## src/rtl/prbs_mon_pkg.sv

```systemverilog
package prbs_mon_pkg;

  localparam int HIST_W = 31;

  typedef struct packed {
    logic [4:0] far;
    logic [4:0] near;
  } tap_pair_t;

  function automatic tap_pair_t taps_of(input logic [1:0] ord);
    tap_pair_t t;
    case (ord)
      2'd0:    begin t.far = 5'd7;  t.near = 5'd6;  end
      2'd1:    begin t.far = 5'd15; t.near = 5'd14; end
      2'd2:    begin t.far = 5'd23; t.near = 5'd18; end
      default: begin t.far = 5'd31; t.near = 5'd28; end
    endcase
    return t;
  endfunction

endpackage

```

## src/rtl/prbs_selfsync_check.sv

```systemverilog
module prbs_selfsync_check
  import prbs_mon_pkg::*;
#(
  parameter int DW    = 16,
  parameter int ERR_W = 5
) (
  input  logic             clk,
  input  logic             rst,
  input  logic [DW-1:0]    din,
  input  logic             din_vld,
  input  logic [1:0]       order,
  input  logic             invert,
  output logic             s1_vld,
  output logic [ERR_W-1:0] s1_err,
  output logic             s1_restart
);

  localparam int EXT_W       = DW + HIST_W;
  localparam int PRIME_WORDS = (HIST_W + DW - 1) / DW;
  localparam int PRIME_W     = $clog2(PRIME_WORDS + 1);

  logic [HIST_W-1:0]  hist_q;
  logic [1:0]         order_q;
  logic [PRIME_W-1:0] prime_q;
  logic [DW-1:0]      rx_bits, pred, mism;
  logic [EXT_W-1:0]   ext, sh_far, sh_near;
  tap_pair_t          tp;
  logic [ERR_W-1:0]   n_err;
  logic               restart;

  // prediction: bit i is checked against the bits far/near places older
  always_comb begin
    rx_bits = din ^ {DW{invert}};
    ext     = {hist_q, rx_bits};
    tp      = taps_of(order);
    sh_far  = ext >> tp.far;
    sh_near = ext >> tp.near;
    pred    = sh_far[DW-1:0] ^ sh_near[DW-1:0];
    mism    = rx_bits ^ pred;
    n_err   = '0;
    for (int i = 0; i < DW; i++) n_err = n_err + ERR_W'(mism[i]);
    restart = (order != order_q);
  end

  always_ff @(posedge clk) begin
    if (rst) begin
      hist_q     <= '0;
      order_q    <= order;
      prime_q    <= '0;
      s1_vld     <= 1'b0;
      s1_err     <= '0;
      s1_restart <= 1'b0;
    end else begin
      order_q    <= order;
      s1_restart <= restart;
      if (restart) begin
        prime_q <= '0;
        s1_vld  <= 1'b0;
      end else if (din_vld) begin
        hist_q <= ext[HIST_W-1:0];
        if (prime_q < PRIME_W'(PRIME_WORDS)) begin
          prime_q <= prime_q + 1'b1;
          s1_vld  <= 1'b0;
        end else begin
          s1_vld <= 1'b1;
          s1_err <= n_err;
        end
      end else begin
        s1_vld <= 1'b0;
      end
    end
  end

endmodule

```

## src/rtl/prbs_link_track.sv

```systemverilog
module prbs_link_track #(
  parameter int DW        = 16,
  parameter int ERR_W     = 5,
  parameter int LINK_BITS = 100
) (
  input  logic             clk,
  input  logic             rst,
  input  logic             s1_vld,
  input  logic [ERR_W-1:0] s1_err,
  input  logic             s1_restart,
  output logic             link
);

  localparam int GOOD_W = $clog2(LINK_BITS + 1);

  logic [GOOD_W-1:0] good_q;
  logic [GOOD_W:0]   sum;
  logic [GOOD_W-1:0] good_nxt;

  always_comb begin
    sum = {1'b0, good_q} + (GOOD_W+1)'(DW);
    if (sum >= (GOOD_W+1)'(LINK_BITS)) good_nxt = GOOD_W'(LINK_BITS);
    else                               good_nxt = sum[GOOD_W-1:0];
  end

  always_ff @(posedge clk) begin
    if (rst || s1_restart) begin
      good_q <= '0;
      link   <= 1'b0;
    end else if (s1_vld) begin
      if (s1_err != '0) begin
        good_q <= '0;
        link   <= 1'b0;
      end else begin
        good_q <= good_nxt;
        link   <= (good_nxt == GOOD_W'(LINK_BITS));
      end
    end
  end

endmodule

```

## src/rtl/prbs_ber_window.sv

```systemverilog
module prbs_ber_window #(
  parameter int DW         = 16,
  parameter int ERR_W      = 5,
  parameter int CNT_W      = 32,
  parameter int WIN_CYCLES = 200_000_000
) (
  input  logic             clk,
  input  logic             rst,
  input  logic             s1_vld,
  input  logic [ERR_W-1:0] s1_err,
  output logic [CNT_W-1:0] out_err,
  output logic [CNT_W-1:0] out_bits,
  output logic             out_upd,
  output logic [CNT_W-1:0] acc_bits,
  output logic             win_end
);

  localparam int WIN_W = $clog2(WIN_CYCLES);

  logic [WIN_W-1:0] win_q;
  logic [CNT_W-1:0] acc_err_q, acc_bits_q, inc_err, inc_bits, nxt_err, nxt_bits;

  function automatic logic [CNT_W-1:0] sat_add(input logic [CNT_W-1:0] a,
                                               input logic [CNT_W-1:0] b);
    logic [CNT_W:0] s;
    s = {1'b0, a} + {1'b0, b};
    return s[CNT_W] ? '1 : s[CNT_W-1:0];
  endfunction

  always_comb begin
    win_end  = (win_q == WIN_W'(WIN_CYCLES - 1));
    inc_err  = s1_vld ? CNT_W'(s1_err) : '0;
    inc_bits = s1_vld ? CNT_W'(DW) : '0;
    nxt_err  = sat_add(acc_err_q, inc_err);
    nxt_bits = sat_add(acc_bits_q, inc_bits);
  end

  always_ff @(posedge clk) begin
    if (rst) begin
      win_q      <= '0;
      acc_err_q  <= '0;
      acc_bits_q <= '0;
      out_err    <= '0;
      out_bits   <= '0;
      out_upd    <= 1'b0;
    end else if (win_end) begin
      win_q      <= '0;
      out_err    <= nxt_err;
      out_bits   <= nxt_bits;
      acc_err_q  <= '0;
      acc_bits_q <= '0;
      out_upd    <= 1'b1;
    end else begin
      win_q      <= win_q + 1'b1;
      acc_err_q  <= nxt_err;
      acc_bits_q <= nxt_bits;
      out_upd    <= 1'b0;
    end
  end

  assign acc_bits = acc_bits_q;

endmodule

```

## src/rtl/prbs_rx_monitor.sv

```systemverilog
module prbs_rx_monitor #(
  parameter int DW         = 16,
  parameter int LINK_BITS  = 100,
  parameter int CNT_W      = 32,
  parameter int WIN_CYCLES = 200_000_000
) (
  input  logic             clk,
  input  logic             rst,
  input  logic [DW-1:0]    rx_data,
  input  logic             rx_valid,
  input  logic [1:0]       order_sel,
  input  logic             rx_invert,
  output logic             link_up,
  output logic [CNT_W-1:0] win_errors,
  output logic [CNT_W-1:0] win_bits,
  output logic             win_update
);

  localparam int ERR_W = $clog2(DW + 1);

  logic             s1_vld, s1_restart, win_end;
  logic [ERR_W-1:0] s1_err;
  logic [CNT_W-1:0] acc_bits;

  prbs_selfsync_check #(.DW(DW), .ERR_W(ERR_W)) u_check (
    .clk(clk), .rst(rst), .din(rx_data), .din_vld(rx_valid),
    .order(order_sel), .invert(rx_invert),
    .s1_vld(s1_vld), .s1_err(s1_err), .s1_restart(s1_restart)
  );

  prbs_link_track #(.DW(DW), .ERR_W(ERR_W), .LINK_BITS(LINK_BITS)) u_link (
    .clk(clk), .rst(rst), .s1_vld(s1_vld), .s1_err(s1_err),
    .s1_restart(s1_restart), .link(link_up)
  );

  prbs_ber_window #(.DW(DW), .ERR_W(ERR_W), .CNT_W(CNT_W),
                    .WIN_CYCLES(WIN_CYCLES)) u_win (
    .clk(clk), .rst(rst), .s1_vld(s1_vld), .s1_err(s1_err),
    .out_err(win_errors), .out_bits(win_bits), .out_upd(win_update),
    .acc_bits(acc_bits), .win_end(win_end)
  );

endmodule

```

## config.mk

```make
export PLATFORM = sky130hd
export DESIGN_NAME = prbs_rx_monitor
export DESIGN_NICKNAME = d
export VERILOG_FILES = /design/src/rtl/prbs_mon_pkg.sv /design/src/rtl/prbs_selfsync_check.sv /design/src/rtl/prbs_link_track.sv /design/src/rtl/prbs_ber_window.sv /design/src/rtl/prbs_rx_monitor.sv
export SDC_FILE = /design/constraint.sdc
export NUM_CORES = 1
export LEC_CHECK = 0
export ABC_AREA = 1
export BUFFER_PORTS_ARGS = -buffer_cell sky130_fd_sc_hd__buf_2
export CAP_MARGIN = 20
export CELL_PAD_IN_SITES_DETAIL_PLACEMENT = 1
export CELL_PAD_IN_SITES_GLOBAL_PLACEMENT = 1
export CORE_ASPECT_RATIO = 0.6
export CORE_UTILIZATION = 39
export DETAILED_ROUTE_END_ITERATION = 16
export PLACE_DENSITY = 0.88
export RECOVER_POWER = 100
export SKIP_CTS_REPAIR_TIMING = 1
export SYNTH_ARGS = -nofsm -noshare
export SYNTH_HDL_FRONTEND = slang
export SYNTH_HIERARCHICAL = 1
export SYNTH_SLANG_ARGS = --single-unit
```

## constraint.sdc

```tcl
create_clock -name clk -period 5.04 [get_ports clk]
set_input_delay 1.008 -clock clk [delete_from_list [all_inputs] [get_ports clk]]
set_output_delay 1.008 -clock clk [all_outputs]
set_load 0.05 [all_outputs]
```

Word level (Yosys, flattened, before mapping)
Cells that the tools add are included.
{"block": "word_totals", "regBits": 207, "wordCells": 68, "out_inout_bits": 66, "in_bits": 22}
{"block": "classes", "add_sub_neg": 20, "shift": 2, "n_eq_ne": 5, "muxes": 10, "magnitude_cmp": 2, "n_bitwise": 6, "n_reduce_logical": 9}
{"cell": "$shr A47 B5 Y16", "count": 2}
{"cell": "$add A5 B1 Y5", "count": 14}
{"cell": "$add A32 B32 Y33", "count": 2}
{"cell": "$mux W32", "count": 2}
{"cell": "$xor A16 B16 Y16", "count": 3}
{"cell": "$pmux W10 S3", "count": 1}
{"cell": "$add A28 B1 Y28 const B", "count": 1}
{"cell": "$eq A28 B28 Y1 const B", "count": 1}
{"cell": "$mux W7", "count": 2}
{"cell": "$mux W5", "count": 2}
{"cell": "$add A7 B5 Y8 const B", "count": 1}
{"cell": "$ge A8 B7 Y1 const B", "count": 1}
{"cell": "$eq A7 B7 Y1 const B", "count": 1}
{"cell": "$reduce_bool A5 Y1", "count": 1}
{"cell": "$reduce_and A2 Y1", "count": 2}
{"cell": "$reduce_or A2 Y1", "count": 2}
{"cell": "$mux W1", "count": 3}
{"cell": "$not A1 Y1", "count": 3}
{"cell": "$reduce_and A3 Y1", "count": 1}
{"cell": "$reduce_or A3 Y1", "count": 1}
{"cell": "$add A1 B1 Y2", "count": 1}
{"cell": "$add A2 B1 Y2 const B", "count": 1}
{"cell": "$eq A2 B1 Y1 const B", "count": 1}
{"cell": "$eq A2 B2 Y1 const B", "count": 1}
{"cell": "other kinds (4)", "count": 4}

Depth between registers and ports, before layout
{"block": "depth", "depth_word": 20, "mapped_depth": 26}

Modules after synthesis
The synthesis kept the hierarchy.
{"mod": "prbs_ber_window", "cells_each": 1164, "instances": 1, "area_each_um2": 7669.9}
{"mod": "prbs_selfsync_check", "cells_each": 552, "instances": 1, "area_each_um2": 3535.9}
{"mod": "prbs_link_track", "cells_each": 59, "instances": 1, "area_each_um2": 415.4}

Worst setup path after synthesis
OpenSTA, ideal clock, no wires.
{"block": "synth_timing", "path_type": "input to register", "start": "input port rx_invert", "end": "register u_check.s1_err[4]", "path_slack_ns": -0.142, "path_buffers": 2, "setup_time_ns": 0.109, "required_time_ns": 4.931, "stages": 23, "arrival_time_ns": 5.073, "cell_sequence": "buf_4 -> buf_6 -> xor2_1 -> nand2_1 -> o211ai_1 -> inv_1 -> nand2_1 -> nand2_1 -> fa_1 -> inv_1 -> fa_1 -> fa_1 -> inv_1 -> fa_1 -> inv_1 -> ha_1 -> fa_1 -> nand2_1 -> inv_1 -> o21ai_0 -> nand3_1 -> nand2_1 -> nor2_1"}
{"block": "synth_via", "elab_chain_len": 19, "word_cells_on_any_way": 20}
{"item": "start: declaration", "line": "prbs_rx_monitor.sv:12", "text": "input logic rx_invert,"}
{"item": "$xor A16 B16 Y16 *", "line": "prbs_selfsync_check.sv:33", "text": "rx_bits = din ^ {DW{invert}};"}
{"item": "$shr A47 B5 Y16, on equally long branches", "line": "prbs_selfsync_check.sv:36, prbs_selfsync_check.sv:37"}
{"item": "$xor A16 B16 Y16", "line": "prbs_selfsync_check.sv:38", "text": "pred = sh_far[DW-1:0] ^ sh_near[DW-1:0];"}
{"item": "$xor A16 B16 Y16 *", "line": "prbs_selfsync_check.sv:39", "text": "mism = rx_bits ^ pred;"}
{"item": "$add A1 B1 Y2", "line": "prbs_selfsync_check.sv:41", "text": "for (int i = 0; i < DW; i++) n_err = n_err + ERR_W'(mism[i]);"}
{"item": "$add A5 B1 Y5 (13 in a row)", "line": "prbs_selfsync_check.sv:41"}
{"item": "$add A5 B1 Y5 *", "line": "prbs_selfsync_check.sv:41"}
{"item": "end signal: assignment", "line": "prbs_selfsync_check.sv:66", "text": "s1_err <= n_err;"}
{"item": "end: declaration", "line": "prbs_selfsync_check.sv:14", "text": "output logic [ERR_W-1:0] s1_err,"}
Every way passes the cells marked *; elsewhere a longest branch is shown, timed or not.
A chain may end at the register's enable or synchronous reset.

Final worst setup path
{"block": "layout_timing", "start": "input port order_sel[0]", "end": "register u_check.s1_err[4]"}
{"block": "layout_via", "elab_chain_len": 20, "word_cells_on_any_way": 26}
{"item": "start: declaration", "line": "prbs_rx_monitor.sv:11", "text": "input logic [1:0] order_sel,"}
{"item": "$eq A2 B2 Y1, or another cell as far along", "line": "prbs_mon_pkg.sv:12", "text": "case (ord)"}
{"item": "$pmux W10 S3", "line": "prbs_mon_pkg.sv:12"}
{"item": "$shr A47 B5 Y16, on equally long branches", "line": "prbs_selfsync_check.sv:36, prbs_selfsync_check.sv:37"}
{"item": "$xor A16 B16 Y16", "line": "prbs_selfsync_check.sv:38"}
{"item": "$xor A16 B16 Y16", "line": "prbs_selfsync_check.sv:39"}
{"item": "$add A1 B1 Y2", "line": "prbs_selfsync_check.sv:41"}
{"item": "$add A5 B1 Y5 (14 in a row)", "line": "prbs_selfsync_check.sv:41"}
Several ways; a longest one is shown, not always the timed one.

==> key figures <==
Status
  – Status: finished with violations
  – Violated checks: max-capacitance violations, max-slew violations

Worst setup path
  – FF-to-FF Start: u_check/hist_q[6]
  – Worst EP required: 5.44 ns
  – Crit path from: order_sel[0]
  – CP Capture Type: flip-flop
  – Critical path class: input port to flip-flop
  – Reg-to-reg endpoint: u_check/s1_err[4]
  – Worst EP arrival: 5.26 ns
  – R2r setup slk: 0.37 ns
  – CP max FO: 8
  – Delay-heaviest family, CP: adder cells
  – CP Buf/Inv Count: 8
  – Worst setup path end: u_check/s1_err[4]
  – CP startpoint kind: input port
  – Worst Reg-to-Reg Cells: 23
  – Critical path depth: 25
  – Slowest-stage cell, CP: fa_1
  – CP max stage delay: 0.55 ns

CTS
  – Clk_lat worst skew: 0.53 ns
  – CTS buffer count: 22
  – Clock Pin Slew Worst Setup and Hold Paths: 0.06 ns
  – CTS root buf: clkbuf_16
  – CTS max path bufs: 3
  – H-tree levels: 1
  – Num Clock Sinks: 207
  – CTS tree: yes

Timing
  – Fmax: 206 MHz
  – Slew margin rel.: -40.5%
  – Worst slew pin tran: 2.11 ns
  – Fin crit share: 96.5%
  – Hold slack final: 0.439 ns
  – Final hold viol count: 0
  – Clock Skews: 0.0192 ns
  – Count of pins over their slew limit: 125
  – Tmin final: 4.86 ns
  – Finish-stage setup viols: 0

Logic synthesis
  – Post-synthesis cell area: 11600 µm²
  – Synth Warn #: 6
  – Syn Inst Count: 1774
  – Syn Area/Cell: 6.55 µm²
  – Syn_nets: 1823

Power and ir drop
  – Power per standard cell area: 321 nW/µm²
  – Max VDD drop: 0.234 mV
  – LEAKAGE: 0.00620 µW
  – Power, Total: 4320 µW

GRT
  – Total Routing Usage GR: 26.3%
  – Global route overflow: 0
  – Largest net degree at the start of global routing: 74
  – Vias in the first global route: 12000
  – Initial antenna violation count: 1
  – First-pass GRT wire length: 63600 µm

Die
  – Initial Util: 40.0%
  – Core area: 29000 µm²
  – IO Count: 88
  – Rows: 48
  – Die H: 136 µm
  – Die area: 30500 µm²
  – Die X: 225 µm

Finish
  – Final Cell Area: 13500 µm²
  – Share of cells above drive strength 1: 10.0%
  – ANT cells: 0
  – Final net count: 1953
  – Area growth, synth to finish: 15.9%
  – Fill cell count: 3936

Routing
  – Total wire length: 40500 µm
  – Vias/cell: 5.21
  – Drt initial violations: 933
  – DR WL/cell: 17.5 µm
  – Final ANT Viol Nets: 0
  – Drt first pass iters: 5
  – Total number of vias: 12100
  – DRC: 0

Min path
  – Hold Path Class: flip-flop to flip-flop
  – Hold path depth: 2
  – Hold_sp: u_link/good_q[0]

Placed design
  – GP Congestion: 0.996
  – HPWL after DPL: 31400 µm
  – Dpl cell area: 12700 µm²
  – PortBufs: 87

Job
  – Max Cap Viol: 3
-- worst min path at each step --
stage	endpoint	slack, ns
2_1_floorplan	u_link/good_q[1]	0.41
3_3_place_gp	u_link/good_q[1]	0.42
3_5_place_dp	u_link/good_q[1]	0.43
4_1_cts	u_link/good_q[1]	0.44
5_1_grt	u_link/good_q[1]	0.46
6_report	u_link/good_q[0]	0.44
-- placed cells by master (no fill, tap or decap), types with 3 or more instances in the layout --
cell type and count:
a21oi_1 69, a21oi_2 7, and2_1 9, buf_2 18, buf_4 61, buf_6 4, clkbuf_1 74, clkbuf_16 23
clkbuf_8 6, clkinv_1 4, clkinv_2 3, dfxtp_1 207, fa_1 9, ha_1 15, inv_1 196, inv_4 3
nand2_1 637, nand2_2 9, nand2_4 3, nand3_1 129, nand3b_1 25, nand4_1 18, nor2_1 185, nor2_2 8
nor2_4 3, nor3_1 20, nor3_2 3, o211ai_1 8, o21a_1 12, o21ai_0 61, o21ai_1 8, o21ai_2 3
o22ai_1 5, or2_2 10, xnor2_1 15, xnor2_2 3, xor2_1 15
-- metal layers --
layer / up-vias / part of all wire (%) / GRT usage [%]
li1: 5833 / - / -
met3: 42 / 8.3 / 6.42
met2: 363 / 41 / 38.8
met5: - / 0 / 0
met1: 5854 / 49 / 38.9
met4: 0 / 1.5 / 4.42
-- registers in the layout, indices dropped and copies added (netlist names) --
register	flops
u_win/win_q	28
u_check/s1_err	5
u_check/s1_vld	1
u_link/link	1
u_check/order_q	2
u_link/good_q	7
u_win/acc_err_q	32
u_win/out_bits	32
u_check/s1_restart	1
u_win/acc_bits	32
u_win/out_err	32
u_win/out_upd	1
u_check/hist_q	31
u_check/prime_q	2
-- final cells by class --
cell class,instances,area (µm²),share of cell area (%)
repair buffers,157,916,6.80
multi-input cells,1310,6390,47.5
well taps,400,500,3.72
clock buffers,33,673,5.00
clock inverters,6,61.3,0.455
inverters,206,782,5.81
flip-flops and latches,207,4140,30.8
-- power by group --
group,switching (µW),leakage (µW),internal (µW)
sequential,29.2,0.00167,1660
combinational,584,0.00417,377
clock,695,0.000361,974
-- stage by stage --
stage / setup TNS (ns) / worst slack, ns / instances / utilization, %
global placement: -1.38 / -0.478 / 2277 / 43.8
finish: 0 / 0.178 / 2319 / 46.4
global route: -0.00316 / -0.00316 / 2319 / 46.4
CTS: -0.000398 / -0.000398 / 2316 / 46.4
detailed placement: -1.71 / -0.549 / 2277 / 43.8
floorplan: 0 / 0.00471 / 1774 / -
-- worst min-delay path, cell delays in order (launching register included) --
cell and delay, ns:
dfxtp_1 0.31, inv_1 0.05, nor2_1 0.04
(Power assumes the default switching activity.)
